File: config.mk
export PLATFORM = sky130hd
export DESIGN_NAME = flash_irq_ctrl
export DESIGN_NICKNAME = d
export VERILOG_FILES = /design/src/rtl/flash_irq_pkg.sv /design/src/rtl/flash_irq_status.sv /design/src/rtl/flash_irq_cfg.sv /design/src/rtl/flash_irq_ctrl.sv
export SDC_FILE = /design/constraint.sdc
export NUM_CORES = 1
export LEC_CHECK = 0
export BUFFER_PORTS_ARGS = -buffer_cell sky130_fd_sc_hd__buf_2
export CAP_MARGIN = 40
export CELL_PAD_IN_SITES_DETAIL_PLACEMENT = 0
export CELL_PAD_IN_SITES_GLOBAL_PLACEMENT = 1
export CORE_ASPECT_RATIO = 0.7
export CORE_MARGIN = 1.5
export CORE_UTILIZATION = 36
export CTS_CLUSTER_SIZE = 20
export DETAILED_ROUTE_END_ITERATION = 8
export PLACE_DENSITY_LB_ADDON = 0.1
export SKIP_CTS_REPAIR_TIMING = 1
export SLEW_MARGIN = 20
export SYNTH_ARGS = -nofsm -noshare
export SYNTH_HDL_FRONTEND = slang
export SYNTH_SLANG_ARGS = --single-unit
File: constraint.sdc
create_clock -name clk -period 2.04 [get_ports clk]
set_clock_uncertainty 0.1 [all_clocks]
set_input_delay 0.204 -clock clk [delete_from_list [all_inputs] [get_ports clk]]
set_output_delay 0.204 -clock clk [all_outputs]
set_load 0.02 [all_outputs]
File: src/rtl/flash_irq_pkg.sv
// Package: shared widths, bit positions, reset values and register selects
// for the flash interrupt/status register block.
package flash_irq_pkg;
    localparam int DATA_W     = 16;
    localparam int N_DONE     = 4;
    localparam int N_ERR      = 4;
    localparam int MASTER_BIT = 15;
    localparam int DONE_LSB   = 4;   // done bits occupy 7..4
    localparam int ERR_LSB    = 10;  // error bits occupy 13..10
    localparam int POL_BIT    = 6;
    localparam int RDY_BIT    = 7;
    localparam int CFG_HIDE_W = 5;   // low bits read as zero

    localparam logic [DATA_W-1:0] CFG_RST  = 16'h40C0;
    localparam logic [DATA_W-1:0] INT_COLD = 16'h8080;
    localparam logic [DATA_W-1:0] INT_WARM = 16'h8010;

    typedef enum logic [1:0] {
        SEL_INT  = 2'd0,
        SEL_CFG  = 2'd1,
        SEL_STAT = 2'd2,
        SEL_CMD  = 2'd3
    } reg_sel_e;
endpackage

File: src/rtl/flash_irq_status.sv
// Module: flash_irq_status
// Holds the interrupt status word and the error flags. Host writes AND-mask
// the status; engine pulses OR into it in the same cycle. Clearing the master
// bit by a write wipes the error flags. Assumes set pulses last one cycle.
module flash_irq_status
    import flash_irq_pkg::*;
(
    input  logic              clk,
    input  logic              rst_n,
    input  logic              warm_rst,
    input  logic              wr_int,
    input  logic [DATA_W-1:0] wdata,
    input  logic [N_DONE-1:0] done,
    input  logic [N_ERR-1:0]  err,
    output logic [DATA_W-1:0] int_q,
    output logic [N_ERR-1:0]  err_q
);
    logic [DATA_W-1:0] set_vec;
    logic [DATA_W-1:0] int_n;
    logic [N_ERR-1:0]  err_n;

    // Build the next status: mask by host write, then OR in engine events.
    always_comb begin
        set_vec = '0;
        set_vec[DONE_LSB +: N_DONE] = done;
        set_vec[MASTER_BIT] = (|done) | (|err);
        int_n = (wr_int ? (int_q & wdata) : int_q) | set_vec;
        if (wr_int && !int_n[MASTER_BIT])
            err_n = '0;
        else
            err_n = err_q | err;
    end

    // Register the status and error flags with cold/warm reset priority.
    always_ff @(posedge clk) begin
        if (!rst_n) begin
            int_q <= INT_COLD;
            err_q <= '0;
        end else if (warm_rst) begin
            int_q <= INT_WARM;
            err_q <= '0;
        end else begin
            int_q <= int_n;
            err_q <= err_n;
        end
    end

    AST_DONE_SETS: assert property (@(posedge clk) disable iff (!rst_n)
        (!warm_rst && done[N_DONE-1]) |=> (int_q[DONE_LSB+N_DONE-1] && int_q[MASTER_BIT]));
    AST_ERR_SETS: assert property (@(posedge clk) disable iff (!rst_n)
        (!warm_rst && err[0]) |=> (err_q[0] && int_q[MASTER_BIT]));
    AST_AND_NEVER_SETS: assert property (@(posedge clk) disable iff (!rst_n)
        (wr_int && done == '0 && err == '0 && !warm_rst) |=> ((int_q & ~$past(int_q)) == '0));
    AST_NO_ERR_WITHOUT_MASTER: assert property (@(posedge clk) disable iff (!rst_n)
        !int_q[MASTER_BIT] |-> (err_q == '0));
endmodule

File: src/rtl/flash_irq_cfg.sv
// Module: flash_irq_cfg
// Stores the system configuration word, written whole by the host and loaded
// with its reset value on cold or warm reset. Assumes one writer (the host).
module flash_irq_cfg
    import flash_irq_pkg::*;
(
    input  logic              clk,
    input  logic              rst_n,
    input  logic              warm_rst,
    input  logic              wr_cfg,
    input  logic [DATA_W-1:0] wdata,
    output logic [DATA_W-1:0] cfg_q
);
    // Capture host writes; both reset kinds restore the default word.
    always_ff @(posedge clk) begin
        if (!rst_n || warm_rst)
            cfg_q <= CFG_RST;
        else if (wr_cfg)
            cfg_q <= wdata;
    end

    AST_WARM_CFG: assert property (@(posedge clk) disable iff (!rst_n)
        warm_rst |=> (cfg_q == CFG_RST));
endmodule

File: src/rtl/flash_irq_ctrl.sv
// Module: flash_irq_ctrl (top)
// Decodes host register accesses, drives the interrupt and ready pins, and
// passes a command to the engine only while the master interrupt is clear.
// Assumes host_sel is stable while host_wr is high.
module flash_irq_ctrl
    import flash_irq_pkg::*;
(
    input  logic              clk,
    input  logic              rst_n,
    input  logic              warm_rst,
    input  logic              host_wr,
    input  logic [1:0]        host_sel,
    input  logic [DATA_W-1:0] host_wdata,
    output logic [DATA_W-1:0] host_rdata,
    input  logic [N_DONE-1:0] ev_done,
    input  logic [N_ERR-1:0]  ev_err,
    output logic              irq_o,
    output logic              rdy_o,
    output logic              cmd_go,
    output logic [DATA_W-1:0] cmd_code
);
    reg_sel_e          sel;
    logic [DATA_W-1:0] int_q;
    logic [N_ERR-1:0]  err_q;
    logic [DATA_W-1:0] cfg_q;
    logic [DATA_W-1:0] stat_word;

    assign sel = reg_sel_e'(host_sel);

    flash_irq_status u_status (
        .clk    (clk),
        .rst_n  (rst_n),
        .warm_rst(warm_rst),
        .wr_int (host_wr && sel == SEL_INT),
        .wdata  (host_wdata),
        .done   (ev_done),
        .err    (ev_err),
        .int_q  (int_q),
        .err_q  (err_q)
    );

    flash_irq_cfg u_cfg (
        .clk     (clk),
        .rst_n   (rst_n),
        .warm_rst(warm_rst),
        .wr_cfg  (host_wr && sel == SEL_CFG),
        .wdata   (host_wdata),
        .cfg_q   (cfg_q)
    );

    // Place the error flags at their status-word positions.
    always_comb begin
        stat_word = '0;
        stat_word[ERR_LSB +: N_ERR] = err_q;
    end

    // Read multiplexer; configuration reads hide the low bits.
    always_comb begin
        case (sel)
            SEL_INT:  host_rdata = int_q;
            SEL_CFG:  host_rdata = {cfg_q[DATA_W-1:CFG_HIDE_W], {CFG_HIDE_W{1'b0}}};
            SEL_STAT: host_rdata = stat_word;
            default:  host_rdata = '0;
        endcase
    end

    // Pins: polarity-selected interrupt and ready from the configuration.
    always_comb begin
        irq_o = int_q[MASTER_BIT] ^ ~cfg_q[POL_BIT];
        rdy_o = cfg_q[RDY_BIT];
    end

    // Command gate: forward a command only when no interrupt is pending.
    always_comb begin
        cmd_go   = host_wr && (sel == SEL_CMD) && !int_q[MASTER_BIT];
        cmd_code = host_wdata;
    end

    AST_RDY_FOLLOWS: assert property (@(posedge clk) disable iff (!rst_n)
        (host_wr && sel == SEL_CFG && !warm_rst) |=> (rdy_o == $past(host_wdata[RDY_BIT])));
    AST_CFG_READ_LOW: assert property (@(posedge clk) disable iff (!rst_n)
        (sel == SEL_CFG) |-> (host_rdata[CFG_HIDE_W-1:0] == '0));
endmodule

==> metrics.md <==
| Metric | Value |
|---|---|
| Status | `finished clean` |
| Hold WS | `0.0396 ns` |
| Worst Hold Depth | `2` |
| Final Instance Area | `0.00184 mm^2` |
| RSZ-0062 raised after global routing | `no` |
| Combinational power share | `0.123` |
| Crit path DAT | `1.14 ns` |
| Post-route ant nets | `0` |
| Synth Warn # | `0` |
| # IOs | `65` |
| Switching share of total power | `0.242` |
| Slew Limit Fails | `0` |
| Kind of critical path | `input port to output port` |
| Cells after Synth | `167` |
| Port bufs | `64` |
| Final hold violations | `0` |
| Dpl cell area | `0.00172 mm^2` |
| Area share of the largest cell type after synthesis | `0.422` |
| Most common library cells after synthesis | `dfxtp_1, nand2_1, buf_4` |
| Tcrit/Tclk final | `0.709` |
| Cell Pwr Density | `773 mW/mm^2` |
| Core ar. | `0.00392 mm^2` |
| Final Core Density | `0.468` |
| Routed wire length per instance | `13.6 um` |
| Synthesized Nets | `197` |
| HPWL Detailed | `2710 um` |
| Worst min-delay path class | `input port to flip-flop` |
| Critical path peak fanout | `17` |
| Layout cells sized above 1 | `0.362` |
| Hold EP | `u_status.int_q[7]$_SDFF_PN1_` |
| Flops & latches, synth | `31` |
| Die Ht | `56.5 um` |
| Setup ws final | `0.594 ns` |
| Count leader, synth | `dfxtp_1` |
| Slew @ Worst Pin | `0.549 ns` |
| Clock buffer count from CTS | `5` |
| Internal | `1.08 mW` |
| Register area share after synthesis | `0.422` |
| R2R setup slack | `0.90 ns` |
| Mapped Area | `0.00147 mm^2` |
| Synth area leader | `dfxtp_1` |
| Row count | `19` |
| Drt first pass iters | `4` |
| Min cycle time layout | `1.45 ns` |
| Clock Path Buffers | `2` |
| H-tree Lvls | `2` |
| Clk slew on worst S/H paths | `0.07 ns` |
| Initial drt markers | `27` |
| Maximum number of pins on one net before global-route repair | `18` |
| Worst setup EP type | `output port` |
| TritonCTS clock tree | `yes` |
| Clk sinks | `31` |
| Clock Latency Late Sink | `0.28 ns` |
| Max-Cap Viols | `0` |
| Root buffer cell | `clkbuf_8` |
| R2R cell count | `2` |
| First-pass GRT wire length | `5600 um` |
| Largest cells by area after synthesis | `dfxtp_1, buf_4, mux2i_1` |
| # DRC | `0` |
| Total track usage | `0.171` |
| Total grt overflow | `0` |
| Switch Pwr | `0.343 mW` |
| Nets | `247` |
| Maximum clock frequency | `0.692 GHz` |
| Vias in the first global route | `1,158` |
| Routed wire length | `3670 um` |
| Setup slack at placement | `0.422 ns` |
| Seq pwr share | `0.439` |
| WP data required | `1.74 ns` |
| Number of diodes | `0` |
| Post-synth ARST share | `0` |
| Die ar. | `0.00449 mm^2` |
| Reg2Reg Capture Point | `u_status.err_q[3]$_SDFF_PP0_` |
| Relative slew slack | `0.633` |
| Setup_tns | `0 ns` |
| Top FF cell, synth | `dfxtp_1` |
| Syn avg cell area | `8.81 um^2` |
| Worst VDD drop | `0.000428 V` |
| Initial antenna violation count | `0` |
| Die width | `79.4 um` |
| R2R Path Start | `u_status.int_q[15]$_SDFF_PP1_` |
| Area growth syn-to-layout | `24.8%` |
| Clock power share | `0.438` |
| Initial Util | `0.375` |
| Final setup fails | `0` |
| CP startpoint kind | `input port` |
| Leakage | `0.947 nW` |
| Yosys cell types | `29` |
| Hold path startpoint | `rst_n` |
| Post-synth EDFFs | `0` |
| Vias/cell | `4.83` |
| DR vias | `1,303` |
| GP Congestion | `0.733` |
stage by stage:
stage | std cells | power [mW]
CTS | 270 | 1.44
global placement | 262 | 0.812
finish | 270 | 1.42
floorplan | 167 | 0.753
global route | 270 | 1.48
detailed placement | 262 | 0.813
critical path, cell delays in order:
cell	delay (ns)
buf_2	0.11
buf_4	0.21
nor2b_1	0.24
nand2_1	0.08
o21ai_0	0.09
buf_2	0.20
placed cells by master (no fill, tap or decap), types with 2 or more instances in the layout:
master,synthesis,layout
nand3_1,3,3
o211a_1,11,11
buf_4,17,5
nor2_1,13,13
clkbuf_8,0,6
nand2_1,27,27
buf_2,2,64
inv_1,2,2
nor2b_1,2,2
and2_1,5,5
dfxtp_1,31,31
mux2i_1,11,11
a21oi_1,11,11
o21ai_0,12,12
how the worst max path moves through the flow:
stage,startpoint,end,slack (ns),depth (start not counted)
after floorplan,host_sel[0],host_rdata[11],0.53,4
after global placement,ev_done[2],u_status.err_q[0]$_SDFF_PP0_,0.46,4
after detailed placement,ev_err[2],u_status.err_q[1]$_SDFF_PP0_,0.42,4
after CTS,u_status.int_q[15]$_SDFF_PP1_,cmd_go,0.58,2
after global routing,host_sel[1],host_rdata[10],0.50,6
final,host_sel[0],host_rdata[10],0.59,6
metal layers:
layer	up-vias	GRT usage	part of all wire
li1	655	-	-
met1	601	0.215	0.47
met2	42	0.271	0.45
met3	5	0.0602	0.072
met4	0	0.0602	0.0093
met5	-	0	0
power groups by stage:
stage | clock network, mW | registers, mW | logic, mW
4_1_cts | 0.635 | 0.623 | 0.177
2_1_floorplan | 0 | 0.635 | 0.117
3_5_place_dp | 0 | 0.637 | 0.176
6_report | 0.622 | 0.623 | 0.174
5_1_grt | 0.665 | 0.624 | 0.189
3_3_place_gp | 0 | 0.637 | 0.175
cell type report:
class                   count  area [um^2]
clock inverters             2         35.0
inverters                   2         7.51
multi-input cells         108          668
clock buffers               6         82.6
repair buffers             69          358
fillers                   401         2090
well taps                  52         65.1
flip-flops and latches     31          621
kinds of logic after synthesis:
kind of cell	share of synthesized area
compound gates	0.180
xor+xnor	0.00595
buf+inv	0.124
flops	0.422
mux	0.0748
simple gates	0.193
No activity file was read; power rests on OpenSTA's default activity.
